`config.mk`:
```
export PLATFORM = sky130hd
export DESIGN_NAME = cdt_pair
export DESIGN_NICKNAME = d
export VERILOG_FILES = /design/src/rtl/cdt_pkg.sv /design/src/rtl/cdt_decode.sv /design/src/rtl/cdt_delay.sv /design/src/rtl/cdt_outstage.sv /design/src/rtl/cdt_pair.sv
export SDC_FILE = /design/constraint.sdc
export NUM_CORES = 1
export LEC_CHECK = 0
export ABC_CLOCK_PERIOD_IN_PS = 5700
export CAP_MARGIN = 20
export CORE_AREA = 2 2 48 50
export CTS_CLUSTER_DIAMETER = 40
export CTS_CLUSTER_SIZE = 10
export DETAILED_ROUTE_END_ITERATION = 6
export DIE_AREA = 0 0 50 52
export PLACE_DENSITY = 0.8
export SETUP_SLACK_MARGIN = 0.05
export SLEW_MARGIN = 30
export SYNTH_ARGS = -nofsm -noshare
export SYNTH_HDL_FRONTEND = slang
export SYNTH_SLANG_ARGS = --single-unit
```
`constraint.sdc`:
```
create_clock -name clk_i -period 5.7 [get_ports clk_i]
set_input_delay 1.14 -clock clk_i [delete_from_list [all_inputs] [get_ports clk_i]]
set_output_delay 1.14 -clock clk_i [all_outputs]
set_load 0.03 [all_outputs]
```
`src/rtl/cdt_pkg.sv`:
```
package cdt_pkg;
    localparam int CODE_W = 8;
    localparam int SCALE_MAX_SH = 4;
    localparam int CNT_W = CODE_W + 2;
    localparam int NCH = 2;

    typedef struct packed {
        logic             ref_s;
        logic [CNT_W-1:0] cnt;
        logic             act_a;
        logic             act_b;
    } dly_st_t;
endpackage

```
`src/rtl/cdt_decode.sv`:
```
module cdt_decode
    import cdt_pkg::*;
(
    input  logic [CODE_W-1:0] code_i,
    output logic [CNT_W-1:0]  len_o
);
    logic [CNT_W-1:0] base6_w;
    logic [CNT_W-1:0] base5_w;

    always_comb begin
        base6_w = {{(CNT_W-6){1'b0}}, code_i[5:0]} + CNT_W'(64);
        base5_w = {{(CNT_W-5){1'b0}}, code_i[4:0]} + CNT_W'(32);
        unique case (code_i[7:5])
            3'b100, 3'b101: len_o = base6_w << 1;
            3'b110:         len_o = base5_w << 3;
            3'b111:         len_o = base5_w << SCALE_MAX_SH;
            default:        len_o = {{(CNT_W-CODE_W){1'b0}}, code_i};
        endcase
    end
endmodule

```
`src/rtl/cdt_delay.sv`:
```
module cdt_delay
    import cdt_pkg::*;
(
    input  logic             clk_i,
    input  logic             rst_ni,
    input  logic             tick_i,
    input  logic             ref_i,
    input  logic [CNT_W-1:0] len_i,
    output logic             act_a_o,
    output logic             act_b_o
);
    dly_st_t st_d, st_q;
    logic    edge_w;
    logic    last_w;

    always_comb begin
        st_d   = st_q;
        edge_w = ref_i ^ st_q.ref_s;
        last_w = (st_q.cnt == CNT_W'(1));
        if (edge_w) begin
            st_d.ref_s = ref_i;
            st_d.cnt   = len_i;
            st_d.act_a = (len_i == '0) && ref_i;
            st_d.act_b = (len_i == '0) && !ref_i;
        end else if (st_q.cnt != '0) begin
            if (tick_i) begin
                st_d.cnt = st_q.cnt - CNT_W'(1);
                if (last_w) begin
                    st_d.act_a = st_q.ref_s;
                    st_d.act_b = !st_q.ref_s;
                end
            end
        end else begin
            st_d.act_a = st_q.ref_s;
            st_d.act_b = !st_q.ref_s;
        end
    end

    always_ff @(posedge clk_i or negedge rst_ni) begin
        if (!rst_ni) begin
            st_q <= '0;
        end else begin
            st_q <= st_d;
        end
    end

    assign act_a_o = st_q.act_a;
    assign act_b_o = st_q.act_b;


    edge_off_chk: assert property (@(posedge clk_i) disable iff (!rst_ni)
        (edge_w && len_i != '0) |=> (!st_q.act_a && !st_q.act_b));


    tick_hold_chk: assert property (@(posedge clk_i) disable iff (!rst_ni)
        (!edge_w && !tick_i && st_q.cnt != '0) |=> $stable(st_q.cnt));


    wait_hold_chk: assert property (@(posedge clk_i) disable iff (!rst_ni)
        (st_q.cnt > CNT_W'(1)) |-> (!st_q.act_a && !st_q.act_b));


    release_a_chk: assert property (@(posedge clk_i) disable iff (!rst_ni)
        (!edge_w && tick_i && last_w && st_q.ref_s) |=> st_q.act_a);
endmodule

```
`src/rtl/cdt_outstage.sv`:
```
module cdt_outstage (
    input  logic act_i,
    input  logic en_i,
    input  logic pol_i,
    input  logic idle_i,
    input  logic moe_i,
    input  logic ossi_i,
    output logic pin_o,
    output logic oe_o
);
    always_comb begin
        if (moe_i) begin
            oe_o  = en_i;
            pin_o = en_i ? (act_i ^ pol_i) : pol_i;
        end else begin
            oe_o  = ossi_i & en_i;
            pin_o = idle_i;
        end
    end
endmodule

```
`src/rtl/cdt_pair.sv`:
```
module cdt_pair
    import cdt_pkg::*;
(
    input  logic              clk_i,
    input  logic              rst_ni,
    input  logic              tick_i,
    input  logic              ref_i,
    input  logic [CODE_W-1:0] dt_code_i,
    input  logic              en_a_i,
    input  logic              en_b_i,
    input  logic              pol_a_i,
    input  logic              pol_b_i,
    input  logic              idle_a_i,
    input  logic              idle_b_i,
    input  logic              moe_i,
    input  logic              ossi_i,
    output logic              pin_a_o,
    output logic              pin_b_o,
    output logic              oe_a_o,
    output logic              oe_b_o
);
    logic [CNT_W-1:0] len_w;
    logic [NCH-1:0]   act_w;
    logic [NCH-1:0]   en_w;
    logic [NCH-1:0]   pol_w;
    logic [NCH-1:0]   idle_w;
    logic [NCH-1:0]   pin_w;
    logic [NCH-1:0]   oe_w;

    assign en_w   = {en_b_i, en_a_i};
    assign pol_w  = {pol_b_i, pol_a_i};
    assign idle_w = {idle_b_i, idle_a_i};

    cdt_decode u_dec (
        .code_i (dt_code_i),
        .len_o  (len_w)
    );

    cdt_delay u_dly (
        .clk_i   (clk_i),
        .rst_ni  (rst_ni),
        .tick_i  (tick_i),
        .ref_i   (ref_i),
        .len_i   (len_w),
        .act_a_o (act_w[0]),
        .act_b_o (act_w[1])
    );

    for (genvar k = 0; k < NCH; k++) begin : g_ch
        cdt_outstage u_out (
            .act_i  (act_w[k]),
            .en_i   (en_w[k]),
            .pol_i  (pol_w[k]),
            .idle_i (idle_w[k]),
            .moe_i  (moe_i),
            .ossi_i (ossi_i),
            .pin_o  (pin_w[k]),
            .oe_o   (oe_w[k])
        );
    end

    assign pin_a_o = pin_w[0];
    assign pin_b_o = pin_w[1];
    assign oe_a_o  = oe_w[0];
    assign oe_b_o  = oe_w[1];


    no_overlap_chk: assert property (@(posedge clk_i) disable iff (!rst_ni)
        !(act_w[0] && act_w[1]));


    off_quiet_chk: assert property (@(posedge clk_i) disable iff (!rst_ni)
        (!moe_i && !ossi_i) |-> (!oe_a_o && !oe_b_o));


    coarse_rng_chk: assert property (@(posedge clk_i) disable iff (!rst_ni)
        (dt_code_i[7:5] == 3'b111) |-> (len_w[3:0] == 4'd0 && len_w >= CNT_W'(512)));


    fine_rng_chk: assert property (@(posedge clk_i) disable iff (!rst_ni)
        (!dt_code_i[7]) |-> (len_w < CNT_W'(128)));
endmodule

```
==> results.toml <==
[synthesis]
synth_compound_area_frac = 0.262
synthAdderAreaFrac = 0.0237
synthFlopType = "dfrtp_1"
ys_ff_latch = 13
netlist_area_um2 = 1050
syn-mean-instance-area_um2 = 7.99
synth_top_family_by_area = "compound AO/OA/AOI/OAI gates"
netlist_instances = 132
synthDominantCellAreaShare = 0.308
synth-simple-area-share = 0.255
synth.area.top_cells = "dfrtp_1, a21oi_1, o21ai_0"
synth.most_common_cell = "a21oi_1"
ys_warn_count = 0
synth.distinct_cells = 40
ys_seq_area_frac = 0.308
synthMuxAreaShare = 0.0391
yosys.area.top_type = "dfrtp_1"
syn-num-nets = 154
synth_xor_area_frac = 0.0581
synth_edf_count = 0
async_flop_share = 1.00
ys_top_cells_by_count = "a21oi_1, dfrtp_1, nor2_1, o21ai_0"

[power]
intPower_mw = 0.186
vdd_drop_max_v = 0.000120
combPwrFrac = 0.360
pwr-share-seq = 0.437
netSwitchingPower_mw = 0.109
p_sw_frac = 0.370
p_leak_nw = 0.510
clkPwrFrac = 0.203
power_density_nw_per_um2 = 223

[floorplanning]
ios = 24
initial_utilization = 0.501
die-area_um2 = 2600
fp.coreArea_um2 = 2110
row_count = 17
dieWidth_um = 50
die_h_um = 52

[clock_tree]
htreeDepth = 1
clkTransAtPathRegs_ns = 0.09
cts_hold_buffers = 0
post-cts-setup-buffers = 0
cts_repair_resize_count = 0
cts_buffers = 3
insertion_delay_ns = 0.28
cts_root_buf = "clkbuf_4"
ctsLongestPathBuffers = 2
cts_sinks = 13
cts_tree = "built"

[route]
via_count = 1057
dr.pass1.iters = 4
drtIter0Drc = 13
drt-wirelength-per-cell_um = 13.9
via_per_inst = 5.87
post-route-drc-count = 0
drtAntennaViolNets = 0
drt-total-wl_um = 2500

[placed_design]
io_buffers = 23
routabilityCongestion = 0.793
pre_cts_slack_ns = 1.91
dpl.hpwl_um = 1930

[timing]
finalSetupViolations = 0
min_period_ns = 3.80
fmax_mhz = 263
max_slew_margin = 0.399
fin_crit_sh = 0.667
tns_ns = 0
setup_ws_ns = 1.90
tightest_slew_ns = 0.895
rsz0062_at_grt = "false"
slew_violations = 0
skew_ns = 0.00493
hold_viol = 0

[critical_path]
end_kind = "primary output"
cp_max_fo = 2
r2r-start = "u_dly.st_q[8]$_DFFE_PN0P_"
crit_buf_inv = 2
crit_chain = "clkdlybuf4s50_1 > nand2_1 > xor2_1 > a21oi_1 > clkdlybuf4s50_1"
path_class = "in -> out"
cpMaxStageDelayCell = "clkdlybuf4s50_1"
required_ns = 4.56
startpoint_type = "input port"
startpoint = "en_b_i"
slowest_delay_ns = 0.68
arrival_ns = 2.66
crit_family = "buffers and inverters"
critPathMostFrequentCell = "clkdlybuf4s50_1"

[global_routing]
grt_pass1_wl_um = 4380
antenna_found_initial = 0
grtUsageMet2 = 0.410
use_met3 = 0.0316
use_met1 = 0.247
busiest_layer = "met2"
grt_max_degree = 15
track_usage = 0.217
grt.overflow.total = 0
first_global_vias = 1029

[min_path]
hold_class = "reg -> reg"
worstHoldStart = "u_dly.st_q[3]$_DFFE_PN0P_"

[run_status]
status = "complete, no violations"

[finish]
antenna_cells = 0
layout-drive-gt1-share = 0.0592
fin_nets = 175
areaGrowthSynthToFinish_pct = 25.1

[job]
drv_cap = 0
-- state kept, by name, summed over array words and instances, names as in the netlist --
name           cells
u_dly.st_q        11
u_dly.act_a_o      1
u_dly.act_b_o      1
-- layout make-up --
| type | count | area, um2 |
|---|---|---|
| repair buffers | 23 | 230 |
| multi-input cells | 104 | 673 |
| inverters | 8 | 30.0 |
| clock buffers | 4 | 26.3 |
| fillers | 187 | 786 |
| well taps | 28 | 35.0 |
| flip-flops and latches | 13 | 325 |
-- layer usage --
| metal | vias to the layer above | routed length (um) |
|---|---|---|
| li1 | 526 | - |
| met1 | 492 | 1100 |
| met2 | 37 | 1210 |
| met3 | 2 | 164 |
| met4 | 0 | 22 |
| met5 | - | 0 |
-- power groups by stage --
stage          Clock [mW]  Sequential, mW  Combinational [mW]
2_1_floorplan           0           0.125              0.0724
3_3_place_gp            0           0.130               0.102
3_5_place_dp            0           0.130               0.105
4_1_cts            0.0587           0.129               0.106
5_1_grt            0.0625           0.132               0.118
6_report           0.0600           0.129               0.106
-- tightest hold or removal path, stage by stage, from the launching register on --
cell     delay [ns]
dfrtp_1        0.37
nor2_1         0.05
o22ai_1        0.11
-- placed cells by master (no fill, tap or decap), types with 2 or more instances in the layout --
cell	count
or4_1	2
mux2i_1	3
nand3b_1	3
nand2_1	8
nor3b_1	2
xnor2_1	4
o22ai_1	3
a21oi_1	17
clkbuf_4	3
nand2b_1	2
nor2_1	11
inv_1	8
dfrtp_1	13
xor2_1	3
nor3_1	5
ha_1	2
clkdlybuf4s50_1	23
a31oi_1	2
o21ai_0	9
a21boi_0	2
o21a_1	3
nand3_1	4
-- cells by family after synthesis --
group           Yosys count
compound gates           45
simple gates             46
fa+ha+maj                 2
flops                    13
buf+inv                  15
xor+xnor                  7
mux                       4
-- worst paths after layout --
path,end,slack [ns],cells after the start
min,u_dly.st_q[3]$_DFFE_PN0P_,0.58,2
min reg2reg,u_dly.st_q[3]$_DFFE_PN0P_,0.58,2
max in group asynchronous,u_dly.st_q[7]$_DFFE_PN0P_,4.08,1
min in group asynchronous,u_dly.st_q[12]$_DFFE_PN0N_,1.23,1
max reg2reg,u_dly.st_q[2]$_DFFE_PN0P_,3.69,4
max,pin_b_o,1.90,5
-- stage by stage --
step / power (mW) / utilization / area (um2) / cells / hold WS [ns]
after CTS: 0.293 / 0.627 / 1320 / 180 / 0.581
after floorplan: 0.197 / - / 1050 / 132 / 0.526
after global routing: 0.313 / 0.627 / 1320 / 180 / 0.640
after global placement: 0.231 / 0.614 / 1290 / 176 / 0.553
final: 0.295 / 0.627 / 1320 / 180 / 0.580
after detailed placement: 0.236 / 0.614 / 1290 / 176 / 0.560
(Power assumes the default switching activity.)
